## src/rtl/xline_pkg.sv

```systemverilog
package xline_pkg;
  localparam int NUM_LINES = 16;
  localparam int NUM_IRQ   = 7;
  localparam int ADDR_W    = 4;
  localparam int DATA_W    = 32;
  localparam int SEL_W     = 4;
  localparam int LINES_PER_SEL = 4;
  localparam int SEL_REGS  = NUM_LINES / LINES_PER_SEL;

  localparam logic [ADDR_W-1:0] A_MASK  = 4'd0;
  localparam logic [ADDR_W-1:0] A_RISE  = 4'd1;
  localparam logic [ADDR_W-1:0] A_FALL  = 4'd2;
  localparam logic [ADDR_W-1:0] A_SWI   = 4'd3;
  localparam logic [ADDR_W-1:0] A_PENDR = 4'd4;
  localparam logic [ADDR_W-1:0] A_PENDF = 4'd5;
  localparam logic [ADDR_W-1:0] A_SEL0  = 4'd6;

  typedef struct packed {
    logic                wrMask;
    logic                wrRiseEn;
    logic                wrFallEn;
    logic                swTrig;
    logic                clrRise;
    logic                clrFall;
    logic [SEL_REGS-1:0] wrSel;
  } strobe_t;
endpackage

```

## src/rtl/xline_ctrl.sv

```systemverilog
module xline_ctrl
  import xline_pkg::*;
(
  input  logic              wrEn,
  input  logic [ADDR_W-1:0] addr,
  output strobe_t           strobe
);
  always_comb begin
    strobe = '0;
    if (wrEn) begin
      unique case (addr)
        A_MASK:  strobe.wrMask   = 1'b1;
        A_RISE:  strobe.wrRiseEn = 1'b1;
        A_FALL:  strobe.wrFallEn = 1'b1;
        A_SWI:   strobe.swTrig   = 1'b1;
        A_PENDR: strobe.clrRise  = 1'b1;
        A_PENDF: strobe.clrFall  = 1'b1;
        default: ;
      endcase
      for (int k = 0; k < SEL_REGS; k++)
        if (addr == ADDR_W'(int'(A_SEL0) + k)) strobe.wrSel[k] = 1'b1;
    end
  end
endmodule

```

## src/rtl/xline_dp.sv

```systemverilog
module xline_dp
  import xline_pkg::*;
#(
  parameter int NUM_PORTS     = 16,
  parameter int PINS_PER_PORT = 16,
  localparam int GPIO_W       = NUM_PORTS * PINS_PER_PORT
) (
  input  logic                 clk,
  input  logic                 rstN,
  input  strobe_t              strobe,
  input  logic [ADDR_W-1:0]    addr,
  input  logic [DATA_W-1:0]    wrData,
  input  logic [GPIO_W-1:0]    gpioIn,
  output logic [DATA_W-1:0]    rdData,
  output logic [NUM_IRQ-1:0]   irqOut,
  output logic [NUM_LINES-1:0] pendRise,
  output logic [NUM_LINES-1:0] pendFall,
  output logic [NUM_LINES-1:0] maskOut
);
  localparam int PAD_W = DATA_W - NUM_LINES;

  logic [GPIO_W-1:0]    syncA, syncB;
  logic [NUM_LINES-1:0] maskQ, riseEnQ, fallEnQ, pendRiseQ, pendFallQ, prevQ;
  logic [NUM_LINES-1:0][SEL_W-1:0] selQ;
  logic [NUM_LINES-1:0] riseEv, fallEv, prevNext, active;
  logic [NUM_LINES-1:0] wrLow, clrRiseMask, clrFallMask, swMask;

  function automatic logic pickPin(input logic [GPIO_W-1:0] v,
                                   input logic [SEL_W-1:0] s, input int line);
    logic b;
    b = 1'b0;
    for (int p = 0; p < NUM_PORTS; p++)
      if (s == SEL_W'(p)) b = v[p*PINS_PER_PORT + line];
    return b;
  endfunction

  always_ff @(posedge clk or negedge rstN) begin
    if (!rstN) begin
      syncA <= '0;
      syncB <= '0;
    end else begin
      syncA <= gpioIn;
      syncB <= syncA;
    end
  end

  for (genvar n = 0; n < NUM_LINES; n++) begin : g_line
    logic [SEL_W-1:0] selNew;
    logic selChg, curBit;
    assign selNew = strobe.wrSel[n/LINES_PER_SEL]
                  ? wrData[8*(n%LINES_PER_SEL) +: SEL_W] : selQ[n];
    assign selChg = (selNew != selQ[n]);
    assign curBit = pickPin(syncB, selQ[n], n);
    assign riseEv[n]   = !selChg &&  curBit && !prevQ[n] && riseEnQ[n];
    assign fallEv[n]   = !selChg && !curBit &&  prevQ[n] && fallEnQ[n];
    assign prevNext[n] = selChg ? pickPin(syncB, selNew, n) : curBit;
  end

  assign wrLow       = wrData[NUM_LINES-1:0];
  assign clrRiseMask = strobe.clrRise ? wrLow : '0;
  assign clrFallMask = strobe.clrFall ? wrLow : '0;
  assign swMask      = strobe.swTrig  ? wrLow : '0;

  always_ff @(posedge clk or negedge rstN) begin
    if (!rstN) begin
      maskQ     <= '0;
      riseEnQ   <= '0;
      fallEnQ   <= '0;
      pendRiseQ <= '0;
      pendFallQ <= '0;
      prevQ     <= '0;
      selQ      <= '0;
    end else begin
      prevQ     <= prevNext;
      pendRiseQ <= (pendRiseQ & ~clrRiseMask) | riseEv | swMask;
      pendFallQ <= (pendFallQ & ~clrFallMask) | fallEv;
      if (strobe.wrMask)   maskQ   <= wrLow;
      if (strobe.wrRiseEn) riseEnQ <= wrLow;
      if (strobe.wrFallEn) fallEnQ <= wrLow;
      for (int n = 0; n < NUM_LINES; n++)
        if (strobe.wrSel[n/LINES_PER_SEL])
          selQ[n] <= wrData[8*(n%LINES_PER_SEL) +: SEL_W];
    end
  end

  always_comb begin
    rdData = '0;
    unique case (addr)
      A_MASK:  rdData = {{PAD_W{1'b0}}, maskQ};
      A_RISE:  rdData = {{PAD_W{1'b0}}, riseEnQ};
      A_FALL:  rdData = {{PAD_W{1'b0}}, fallEnQ};
      A_PENDR: rdData = {{PAD_W{1'b0}}, pendRiseQ};
      A_PENDF: rdData = {{PAD_W{1'b0}}, pendFallQ};
      default: begin
        for (int k = 0; k < SEL_REGS; k++)
          if (addr == ADDR_W'(int'(A_SEL0) + k))
            for (int j = 0; j < LINES_PER_SEL; j++)
              rdData[8*j +: SEL_W] = selQ[k*LINES_PER_SEL + j];
      end
    endcase
  end

  assign active = (pendRiseQ | pendFallQ) & maskQ;

  for (genvar g = 0; g < 5; g++) begin : g_solo
    assign irqOut[g] = active[g];
  end
  assign irqOut[5] = |active[9:5];
  assign irqOut[6] = |active[15:10];

  assign pendRise = pendRiseQ;
  assign pendFall = pendFallQ;
  assign maskOut  = maskQ;
endmodule

```

## src/rtl/xline_irq.sv

```systemverilog
module xline_irq
  import xline_pkg::*;
#(
  parameter int NUM_PORTS     = 16,
  parameter int PINS_PER_PORT = 16
) (
  input  logic                                clk,
  input  logic                                rstN,
  input  logic                                wrEn,
  input  logic [ADDR_W-1:0]                   addr,
  input  logic [DATA_W-1:0]                   wrData,
  output logic [DATA_W-1:0]                   rdData,
  input  logic [NUM_PORTS*PINS_PER_PORT-1:0]  gpioIn,
  output logic [NUM_IRQ-1:0]                  irqOut
);
  strobe_t              strobe;
  logic [NUM_LINES-1:0] pendRiseW, pendFallW, maskW;

  xline_ctrl u_ctrl (
    .wrEn   (wrEn),
    .addr   (addr),
    .strobe (strobe)
  );

  xline_dp #(
    .NUM_PORTS     (NUM_PORTS),
    .PINS_PER_PORT (PINS_PER_PORT)
  ) u_dp (
    .clk      (clk),
    .rstN     (rstN),
    .strobe   (strobe),
    .addr     (addr),
    .wrData   (wrData),
    .gpioIn   (gpioIn),
    .rdData   (rdData),
    .irqOut   (irqOut),
    .pendRise (pendRiseW),
    .pendFall (pendFallW),
    .maskOut  (maskW)
  );
endmodule

```

## config.mk

```make
export PLATFORM = sky130hd
export DESIGN_NAME = xline_irq
export DESIGN_NICKNAME = d
export VERILOG_FILES = /design/src/rtl/xline_pkg.sv /design/src/rtl/xline_ctrl.sv /design/src/rtl/xline_dp.sv /design/src/rtl/xline_irq.sv
export SDC_FILE = /design/constraint.sdc
export NUM_CORES = 1
export LEC_CHECK = 0
export BUFFER_PORTS_ARGS = -buffer_cell sky130_fd_sc_hd__buf_2
export CAP_MARGIN = 30
export CORE_MARGIN = 5
export CORE_UTILIZATION = 35
export CTS_BUF_LIST = sky130_fd_sc_hd__clkbuf_8
export DETAILED_ROUTE_END_ITERATION = 8
export PLACE_DENSITY = 0.49
export REMOVE_ABC_BUFFERS = 1
export SYNTH_ARGS = -nofsm -noshare
export SYNTH_HDL_FRONTEND = slang
export SYNTH_SLANG_ARGS = --single-unit
```

## constraint.sdc

```tcl
create_clock -name clk -period 3.3 [get_ports clk]
set_input_delay 0.495 -clock clk [delete_from_list [all_inputs] [get_ports clk]]
set_output_delay 0.495 -clock clk [all_outputs]
set_load 0.01 [all_outputs]
```

# Yosys cells after proc, flatten, opt, wreduce, memory -nomap -nowiden
# Index checks and enable logic that the tools add are counted.
word_totals:
  ff_bits: 672
  input_bits: 295
  output_inout_bits: 39
  word_cells: 1298
classes:
  eq_ne: 505
  n_mux: 580
  bitwise: 9
  n_reduce_logical: 180
op_table:
  columns: ["cell", "count"]
  rows:
  - ["$eq A4 B4 Y1 const B", 258]
  - ["$mux W1", 538]
  - ["$eq A4 B3 Y1 const B", 132]
  - ["$eq A4 B2 Y1 const B", 66]
  - ["$mux W4", 34]
  - ["$eq A4 B1 Y1 const B", 33]
  - ["$logic_not A4 Y1", 33]
  - ["$logic_and A1 B1 Y1", 96]
  - ["$pmux W4 S5", 4]
  - ["$ne A4 B4 Y1", 16]
  - ["$or A16 B16 Y16", 4]
  - ["$and A16 B16 Y16", 3]
  - ["$logic_not A1 Y1", 48]
  - ["$mux W16", 3]
  - ["$not A16 Y16", 2]
  - ["$mux W10", 1]
  - ["$reduce_or A5 Y1", 2]
  - ["$reduce_or A6 Y1", 1]

# Longest topological paths before layout
# Gate-level depths: netlist of the first run.
logic_depth:
  ltp_word: 22
  ltp_mapped: 10
  mapped_depth_nobuf: 8

# By module
# From an unflattened synthesis of the first run, not the netlist that was laid out.
unflattened:
  hier_cells: 1879
  hier_area_um2: 26021.2
modules_own_cells:
  columns: ["mod", "n_inst", "cells_per_inst", "area_per_inst_um2", "seq_area_each_um2"]
  rows:
  - ["xline_dp", 1, 1863, 25929.9, 16816.1]
  - ["xline_ctrl", 1, 16, 91.3, 0.0]

# Worst setup path before layout of the first run
# Ideal clock, no wire load.
synth_timing:
  path_type: "input -> register"
  from: "input port addr[0]"
  to: "register u_dp.prevQ[9]"
  setup_time_ns: 0.128
  arrival_ns: 2.475
  required_ns: 3.172
  slack_ns: 0.697
  path_stages: 10
  path_cell_list: "or4b_1 > buf_2 > o21ai_2 > and2_1 > buf_6 > inv_4 > a32o_1 > a2111o_1 > a311oi_1 > nor3_1"
synth_between:
  elab_chain_cells: 22
  elab_cells_between_ends: 38
synth_lines:
  columns: ["element", "line_no", "text"]
  rows:
  - ["start: declaration", "xline_irq.sv:10", "input logic [ADDR_W-1:0] addr,"]
  - ["$eq A4 B4 Y1 (*)", "xline_ctrl.sv:21", "if (addr == ADDR_W'(int'(A_SEL0) + k)) strobe.wrSel[k] = 1'b1;"]
  - ["$mux W1 (*)", "xline_ctrl.sv:21", null]
  - ["$mux W10 (*)", "xline_ctrl.sv:10", "if (wrEn) begin"]
  - ["$mux W4 (*)", "xline_dp.sv:51", "? wrData[8*(n%LINES_PER_SEL) +: SEL_W] : selQ[n];"]
  - ["via u_dp.g_line[9].selNew[1]", "xline_dp.sv:48", "logic [SEL_W-1:0] selNew;"]
  - ["$logic_not A4 Y1", "xline_dp.sv:33", "if (s == SEL_W'(p)) b = v[p*PINS_PER_PORT + line];"]
  - ["$mux W1 (16 in a row)", "xline_dp.sv:33", null]
  - ["$mux W1 (*)", "xline_dp.sv:56", "assign prevNext[n] = selChg ? pickPin(syncB, selNew, n) : curBit;"]
  - ["via u_dp.prevNext[9]", "xline_dp.sv:25", "logic [NUM_LINES-1:0] riseEv, fallEv, prevNext, active;"]
  - ["end signal: assignment", "xline_dp.sv:74", "prevQ <= prevNext;"]
  - ["end: declaration", "xline_dp.sv:23", "logic [NUM_LINES-1:0] maskQ, riseEnQ, fallEnQ, pendRiseQ, pendFallQ, prevQ;"]
# Mark *: on every way through the listed nets, which the timed path passes. The rest lies on a longest branch.
# A chain may end at the register's enable or synchronous reset.

# Worst setup path in the final report of the first run
layout_timing:
  from: "input port addr[2]"
  to: "output port rdData[9]"
layout_between:
  elab_chain_cells: 6
  elab_cells_between_ends: 14
layout_lines:
  columns: ["element", "line_no", "text"]
  rows:
  - ["$eq A4 B3 Y1", "xline_dp.sv:96", "if (addr == ADDR_W'(int'(A_SEL0) + k))"]
  - ["$mux W4 (4 in a row)", "xline_dp.sv:96", null]
  - ["$pmux W4 S5 (*)", "xline_dp.sv:88", "unique case (addr)"]
  - ["end: declaration", "xline_irq.sv:12", "output logic [DATA_W-1:0] rdData,"]
# Every way passes the cells marked *; elsewhere a longest branch is shown, timed or not.

==> impl_results.md, run 1 <==
- Dpl ws: 0.101 ns
- CTS hold repair buffers: 257
- Register area: about 0.017 mm^2
- Fin. max-slew vios: 0
- Vias in the first global route: 20,700
- Required @ worst endpoint: 2.80 ns
- Measured slew at the worst slew-check pin: between 0.9 and 1 ns
- Number of iterations in the first detailed-routing pass: 7
- Master cell of the clock root buffer: clkbuf_8
- Horiz. Die Dim: 284 um
- Synth Cell Area: 0.0263 mm^2
- Maximum number of pins on one net before global-route repair: 69
- Count of state elements after synthesis: 672
- Avg Cell Area, Syn: 13.7 um^2
- Count of distinct cell types in the synthesized netlist: 90
- Total die area: 0.0807 mm^2
- Setup TNS after final layout: 0 ns
- Clock insertion delay at the later pin of the skew report: roughly 0.73 ns
- Std cell rows: 100
- Clk pin slew, worst setup/hold paths: 0.06 ns
- Gate Count Post-Synth: ~1,900
- Filler cells: ~6,600
- CTS Buffer Depth: 3
- Synth top area share: 63.9%
- Number of flops mapped to enable cells by yosys: 0
- Starting DRC count in detailed routing: approximately 1,300
- Setup repair after global routing missed its margin: false
- Post-cts repair resize count: 0
- Top cells by area in the synthesized netlist: dfrtp_1 64%, mux4_2 6.7%, mux2i_1 3.6%
- Wire length of the first global-routing pass: 125,000 um
- Slowest cell delay on critical path: 0.35 ns
- Prevailing post-synth register cell: dfrtp_1
- CP Cell Sequence: buf_2 -> and4b_1 -> buf_4 -> a22oi_1 -> and3_1 -> a31oi_1 -> buf_2
- Total via count after detailed routing: 18,800
- Number of antenna violations at the first check in global routing: 13
- Buffers and inverters on the worst path: 3
- Final net count: about 2,900
- Period Utilization, post-route: 91.4%
- Sequential-to-total area share from yosys stat: 63.9%
- Area growth from synthesis to layout: 31.2%
- CP startpoint kind: primary input
- WHS: 0.0888 ns
- Cell type with the largest total area after synthesis: dfrtp_1
- Per-cell via count in the routed design: 5.15
- Num Clock Sinks: 672
- Count of final hold-check violations: 0
- Starting density of the core: about a third
- CP Capture Type: primary output
- Pwr per Cell Area: 636 mW/mm^2
- Layout cell share with drive strength beyond 1: 28.5%
- Placeable core region: 0.0744 mm^2
- CP top delay family: buffers and inverters
- IO Port Bufs: 317
- TritonCTS clock tree: yes
- Yosys warning count: 0
- Largest fanout on the critical path: 21
- I/O pin cnt: 334
- Standard cell with the maximum stage delay on the critical path: buf_4
- Overall Global Routing Usage: 19.9%
- Htree depth: 3
- # setup viols final: 0
- Die boundary height: between 200 and 300 um
- Number of design rule violations left after detail routing: 0
- Final estimated routing congestion in global placement: 0.853
- Most used cell, CP: buf_2
- Max-cap violations: 0
- Hold Path Class: primary input to register
- CTS buffer count: 112
- Fmax: 332 MHz
- Worst setup skew after layout: 0.0351 ns
- Wire per inst: between 20 and 25 um
- Leakage power summed over all cells: about 15 nW
- Result of the run: finished clean
- Data arrival time of the critical path: 2.52 ns
- Peak ir drop on the vdd network: 0.000313 V
- Post-route ant nets: 0
- Post-layout minimum cycle time: 3.02 ns
- Most frequently used cell type in the post-synthesis netlist: dfrtp_1
- Asr flop ratio synth: between 90% and 100%
- GR Overflow Total: 0
- Final critical-path setup slack: 0.284 ns
- Slew Limit Headroom: between 30% and 40%
- Most numerous cell types in the synthesized netlist: 672 x dfrtp_1, 146 x nand2_1, 95 x mux2i_1
- Post-CTS setup buffer count: 0
- HPWL after DPL: between 50,000 and 60,000 um
- Kind of critical path: primary input to primary output
- Wirelength, routed: slightly above 80,000 um
- Area of combinational cells with multiple inputs: 0.00887 mm^2
## cell families (layout without fill, tap and decap cells)
group | Yosys count | after routing | share of synthesized area (%)
flip-flops | 672 | 672 | 63.9
AND/OR/NAND/NOR | 387 | 387 | 7.63
AO/OA/AOI/OAI | 379 | 379 | 10.2
multiplexers | 242 | 242 | 13.4
buffers and inverters | 169 | 919 | 2.67
XOR/XNOR | 64 | 64 | 2.13
other | 1 | 18 | 0.0143
## sequential cells by signal (all words and copies together) (netlist names)
register	cells
u_dp.pendRise	16
u_dp.prevQ	16
u_dp.syncA	256
u_dp.syncB	256
u_dp.fallEnQ	16
u_dp.maskOut	16
u_dp.riseEnQ	16
u_dp.selQ	64
u_dp.pendFall	16
## path summary, 6_finish.rpt
path,end,start,slack [ns],cells past startpoint
worst max-delay path,rdData[9],addr[2],0.28,7
worst min-delay path,u_dp.pendRise[5]$_DFF_PN0_,wrData[5],0.09,2
worst max register to register,u_dp.pendRise[3]$_DFF_PN0_,u_dp.selQ[12]$_DFF_PN0_,0.56,5
worst min register to register,u_dp.syncB[138]$_DFF_PN0_,u_dp.syncA[138]$_DFF_PN0_,0.34,0
max in group asynchronous,u_dp.syncA[109]$_DFF_PN0_,rstN,1.86,3
min in group asynchronous,u_dp.syncB[68]$_DFF_PN0_,rstN,0.29,2
## per-layer routing
metal / vias to the layer above / GRT usage [%] / share of wire, %
met5: - / 0 / 0.051
met4: 8 / 6.98 / 3.4
met3: 175 / 4.37 / 5.8
met2: 616 / 32.0 / 47
met1: 9606 / 27.0 / 43
li1: 8386 / - / -
## metrics by stage
stage | instances | util [%] | total power, mW | cell area, um^2
floorplan | 1806 | - | 12.3 | 25800
global placement | 3181 | 39.6 | 13.9 | 29500
detailed placement | 3181 | 39.6 | 14.0 | 29500
CTS | 3640 | 46.3 | 22.2 | 34500
global route | 3643 | 46.3 | 23.1 | 34500
finish | 3650 | 46.4 | 21.9 | 34500
## cells in the final DEF (no fill, tap or decap), types with 8 or more instances in the layout
cell type / count
dlygate4sd3_1: 257
dfrtp_1: 672
buf_4: 81
a41oi_1: 14
nand3_1: 35
clkbuf_8: 147
nand2_1: 146
a21oi_1: 55
nor3b_1: 14
o22ai_1: 9
a221o_1: 12
a211oi_1: 10
a31oi_1: 34
inv_1: 71
mux2i_1: 95
xnor2_1: 44
o41ai_1: 9
nand3b_1: 14
nor2b_1: 15
o21a_1: 8
mux2_2: 62
o211ai_1: 10
clkinv_2: 16
o31ai_1: 17
and3_1: 20
nor2_1: 40
mux4_2: 78
buf_12: 8
a222oi_1: 15
conb_1: 8
buf_2: 316
a22oi_1: 53
xor2_1: 20
nor3_1: 29
diode_2: 10
o21ai_0: 60
nand2b_1: 17
## power by group
group	switching, mW	internal (mW)	total [mW]
combinational	1.90	2.02	3.92
sequential	1.02	9.14	10.2
clock	3.41	4.45	7.86
## layout make-up
type,instances,area share (%)
antenna,10,0.0725
clock buffer,147,5.86
clock inverter,55,1.24
inverter,54,0.595
multi-input combinational,1080,25.7
sequential,672,48.7
tap,969,3.51
timing repair buffer,663,14.3
Power figures use the tool's default switching activity.
==> run 2, diff against run 1 <==
--- a/config.mk
+++ b/config.mk
@@ -11,7 +11,9 @@
 export CORE_UTILIZATION = 35
 export CTS_BUF_LIST = sky130_fd_sc_hd__clkbuf_8
+export CTS_CLUSTER_DIAMETER = 60
 export DETAILED_ROUTE_END_ITERATION = 8
 export PLACE_DENSITY = 0.49
 export REMOVE_ABC_BUFFERS = 1
+export SKIP_LAST_GASP = 1
 export SYNTH_ARGS = -nofsm -noshare
 export SYNTH_HDL_FRONTEND = slang
==> constraint.sdc (replaced) <==
create_clock -name clk -period 3.3 [get_ports clk]
set_input_delay 0.495 -clock clk [delete_from_list [all_inputs] [get_ports clk]]
set_output_delay 0.495 -clock clk [all_outputs]
set_load 0.005 [all_outputs]
==> impl_results.md, run 2 (synthesized netlist as in run 1, its figures left out) <==
- Fin. max-slew vios: 0 (unchanged)
- HPWL after DPL: 56,000 um (-1.1%)
- CTS buffer count: 115 (+2.7%)
- Filler cells: 6,597 (-0.59%)
- Amount of wire on met2 after detailed routing: 38,200 um (-0.42%)
- Setup repair after global routing missed its margin: false
- Met3 wire length: 5120 um (+10%)
- Wirelength, routed: 79,900 um (-0.97%)
- Area growth from synthesis to layout: 32.0%
- # setup viols final: 0 (unchanged)
- Finished Cell Area: 0.0347 mm^2 (+0.60%)
- Master cell of the clock root buffer: clkbuf_8
- Leakage power summed over all cells: 15.5 nW (+0.45%)
- Most frequent standard cell in the layout excluding fill and tap cells: dfrtp_1
- Wire length of the first global-routing pass: 124,000 um (-1.3%)
- Clock insertion delay at the later pin of the skew report: 0.73 ns (about the same)
- Total die area: 0.0807 mm^2 (unchanged)
- Final standard cell utilization of the core: 46.6% (+0.28 points)
- Htree depth: 3 (unchanged)
- Final critical-path setup slack: 0.333 ns (+0.0494 ns)
- Period Utilization, post-route: 89.9% (-1.5 points)
- Peak ir drop on the vdd network: 0.000364 V (+16%)
- Num Clock Sinks: 672 (unchanged)
- GR Overflow Total: 0 (unchanged)
- Clk pin slew, worst setup/hold paths: 0.06 ns (about the same)
- Final net count: 2,873 (-0.17%)
- Required @ worst endpoint: 2.80 ns (about the same)
- Horiz. Die Dim: 284 um (unchanged)
- Overall power: 22.5 mW (+2.5%)
- Post-route ant nets: 0 (unchanged)
- Final estimated routing congestion in global placement: 0.890 (+4.4%)
- IO Port Bufs: 317 (unchanged)
- Std cell rows: 100 (unchanged)
- Final Instance Count excl. Fillers: 3,652 (+0.055%)
- Total via count after detailed routing: 18,700 (-0.36%)
- Number of antenna violations at the first check in global routing: 12 (-1)
- CTS Buffer Depth: 3 (unchanged)
- Number of design rule violations left after detail routing: 0 (unchanged)
- Uppermost layer routed: met5
- Register area: 0.0168 mm^2 (unchanged)
- Post-layout minimum cycle time: 2.97 ns (-0.0494 ns)
- Post-cts repair resize count: 0 (unchanged)
- Result of the run: finished clean
- TritonCTS clock tree: yes
- Worst setup skew after layout: 0.0291 ns (-0.00602 ns)
- Vias in the first global route: 20,300 (-1.9%)
- Starting DRC count in detailed routing: 1,180 (-11%)
- I/O pin cnt: 334 (unchanged)
- Number of iterations in the first detailed-routing pass: 8 (+1)
- Placeable core region: 0.0744 mm^2 (unchanged)
- Fmax: 337 MHz (+1.7%)
- Pwr per Cell Area: 648 mW/mm^2 (+1.9%)
- Largest fanout on the critical path: 20 (-4.8%)
- WHS: 0.0772 ns (-0.0116 ns)
- Commonest cells after routing, fill and taps aside: 672 x dfrtp_1, 316 x buf_2, 257 x dlygate4sd3_1
- Data arrival time of the critical path: 2.47 ns (-0.05 ns)
- Met1 wire length: 33,700 um (-3.7%)
- Number of placed instances, taps included: 3,173 (-0.25%)
- Per-cell via count in the routed design: 5.13 (-0.41%)
- Die boundary height: 284 um (unchanged)
- Hold Path Class: primary input to register
- Measured slew at the worst slew-check pin: 0.876 ns (-0.0319 ns)
- Wire per inst: 21.9 um (-1.0%)
- CP startpoint kind: primary input
- Count of final hold-check violations: 0 (unchanged)
- Placement Cell Area: 0.0295 mm^2 (about the same)
- Overall Global Routing Usage: 19.7% (-0.23 points)
- CP Capture Type: primary output
- Max-cap violations: 0 (unchanged)
- Kind of critical path: primary input to primary output
- Setup TNS after final layout: 0 ns (unchanged)
- Maximum number of pins on one net before global-route repair: 93 (+35%)
- Registers with the most flip-flops: u_dp.syncA x256, u_dp.syncB x256, u_dp.selQ x64
- Dpl ws: 0.0810 ns (-0.0199 ns)
- Slew Limit Headroom: 40.8% (+2.2 points)
- Starting density of the core: 35.3% (unchanged)
- Area of combinational cells with multiple inputs: 0.00887 mm^2 (unchanged)
- Layout cell share with drive strength beyond 1: 28.6% (+0.13 points)
run 2: cell types whose count changed in the layout (fill, tap and decap cells not counted), sizes merged:
cell      before  now
clkbuf       147  149
buf          406  398
inv           76   74
clkinv        23   25
bufinv         6   12
clkinvlp       4    6
run 2: final cells by class:
cell class / count / area share [%]
inverters: 54 / 0.591
repair buffers: 655 / 14.2
clock buffers: 149 / 5.91
well taps: 969 / 3.49
diodes: 10 / 0.0721
multi-input cells: 1080 / 25.5
flip-flops and latches: 672 / 48.4
clock inverters: 63 / 1.77
run 2: repair_timing:
item                       in CTS  in global routing
hold buffers                  257                  0
hold endpoints to repair      309                  0
setup endpoints to repair       0                  0
setup buffers                   0                  0
run 2: path summary, 6_finish.rpt:
kind                                           startpoint  cells after the start  slack, ns                            to
worst min register to register  u_dp.syncA[197]$_DFF_PN0_                      0       0.33     u_dp.syncB[197]$_DFF_PN0_
worst max-delay path                              addr[2]                      7       0.33                     rdData[9]
min in group asynchronous                            rstN                      2       0.35     u_dp.syncB[116]$_DFF_PN0_
max in group asynchronous                            rstN                      3       1.99     u_dp.syncA[201]$_DFF_PN0_
worst max register to register    u_dp.selQ[12]$_DFF_PN0_                      5       0.64    u_dp.pendRise[3]$_DFF_PN0_
worst min-delay path                           wrData[13]                      2       0.08  u_dp.fallEnQ[13]$_DFFE_PN0P_
run 2: routing by layer:
| layer | up-vias | global-route usage (%) |
|---|---|---|
| li1 | 8376 | - |
| met1 | 9499 | 26.3 |
| met2 | 670 | 32.2 |
| met3 | 173 | 4.20 |
| met4 | 6 | 6.77 |
| met5 | - | 0 |
run 2: worst max-delay path: stages:
cell	delay (ns)
buf_2	0.32
and4bb_2	0.34
buf_4	0.34
a22oi_1	0.26
and3_1	0.25
a31oi_1	0.28
buf_2	0.18
run 2: report_power, final:
group          switching, mW  internal (mW)
registers               1.02           9.14
clock network           3.47           5.00
logic                   1.86           2.02
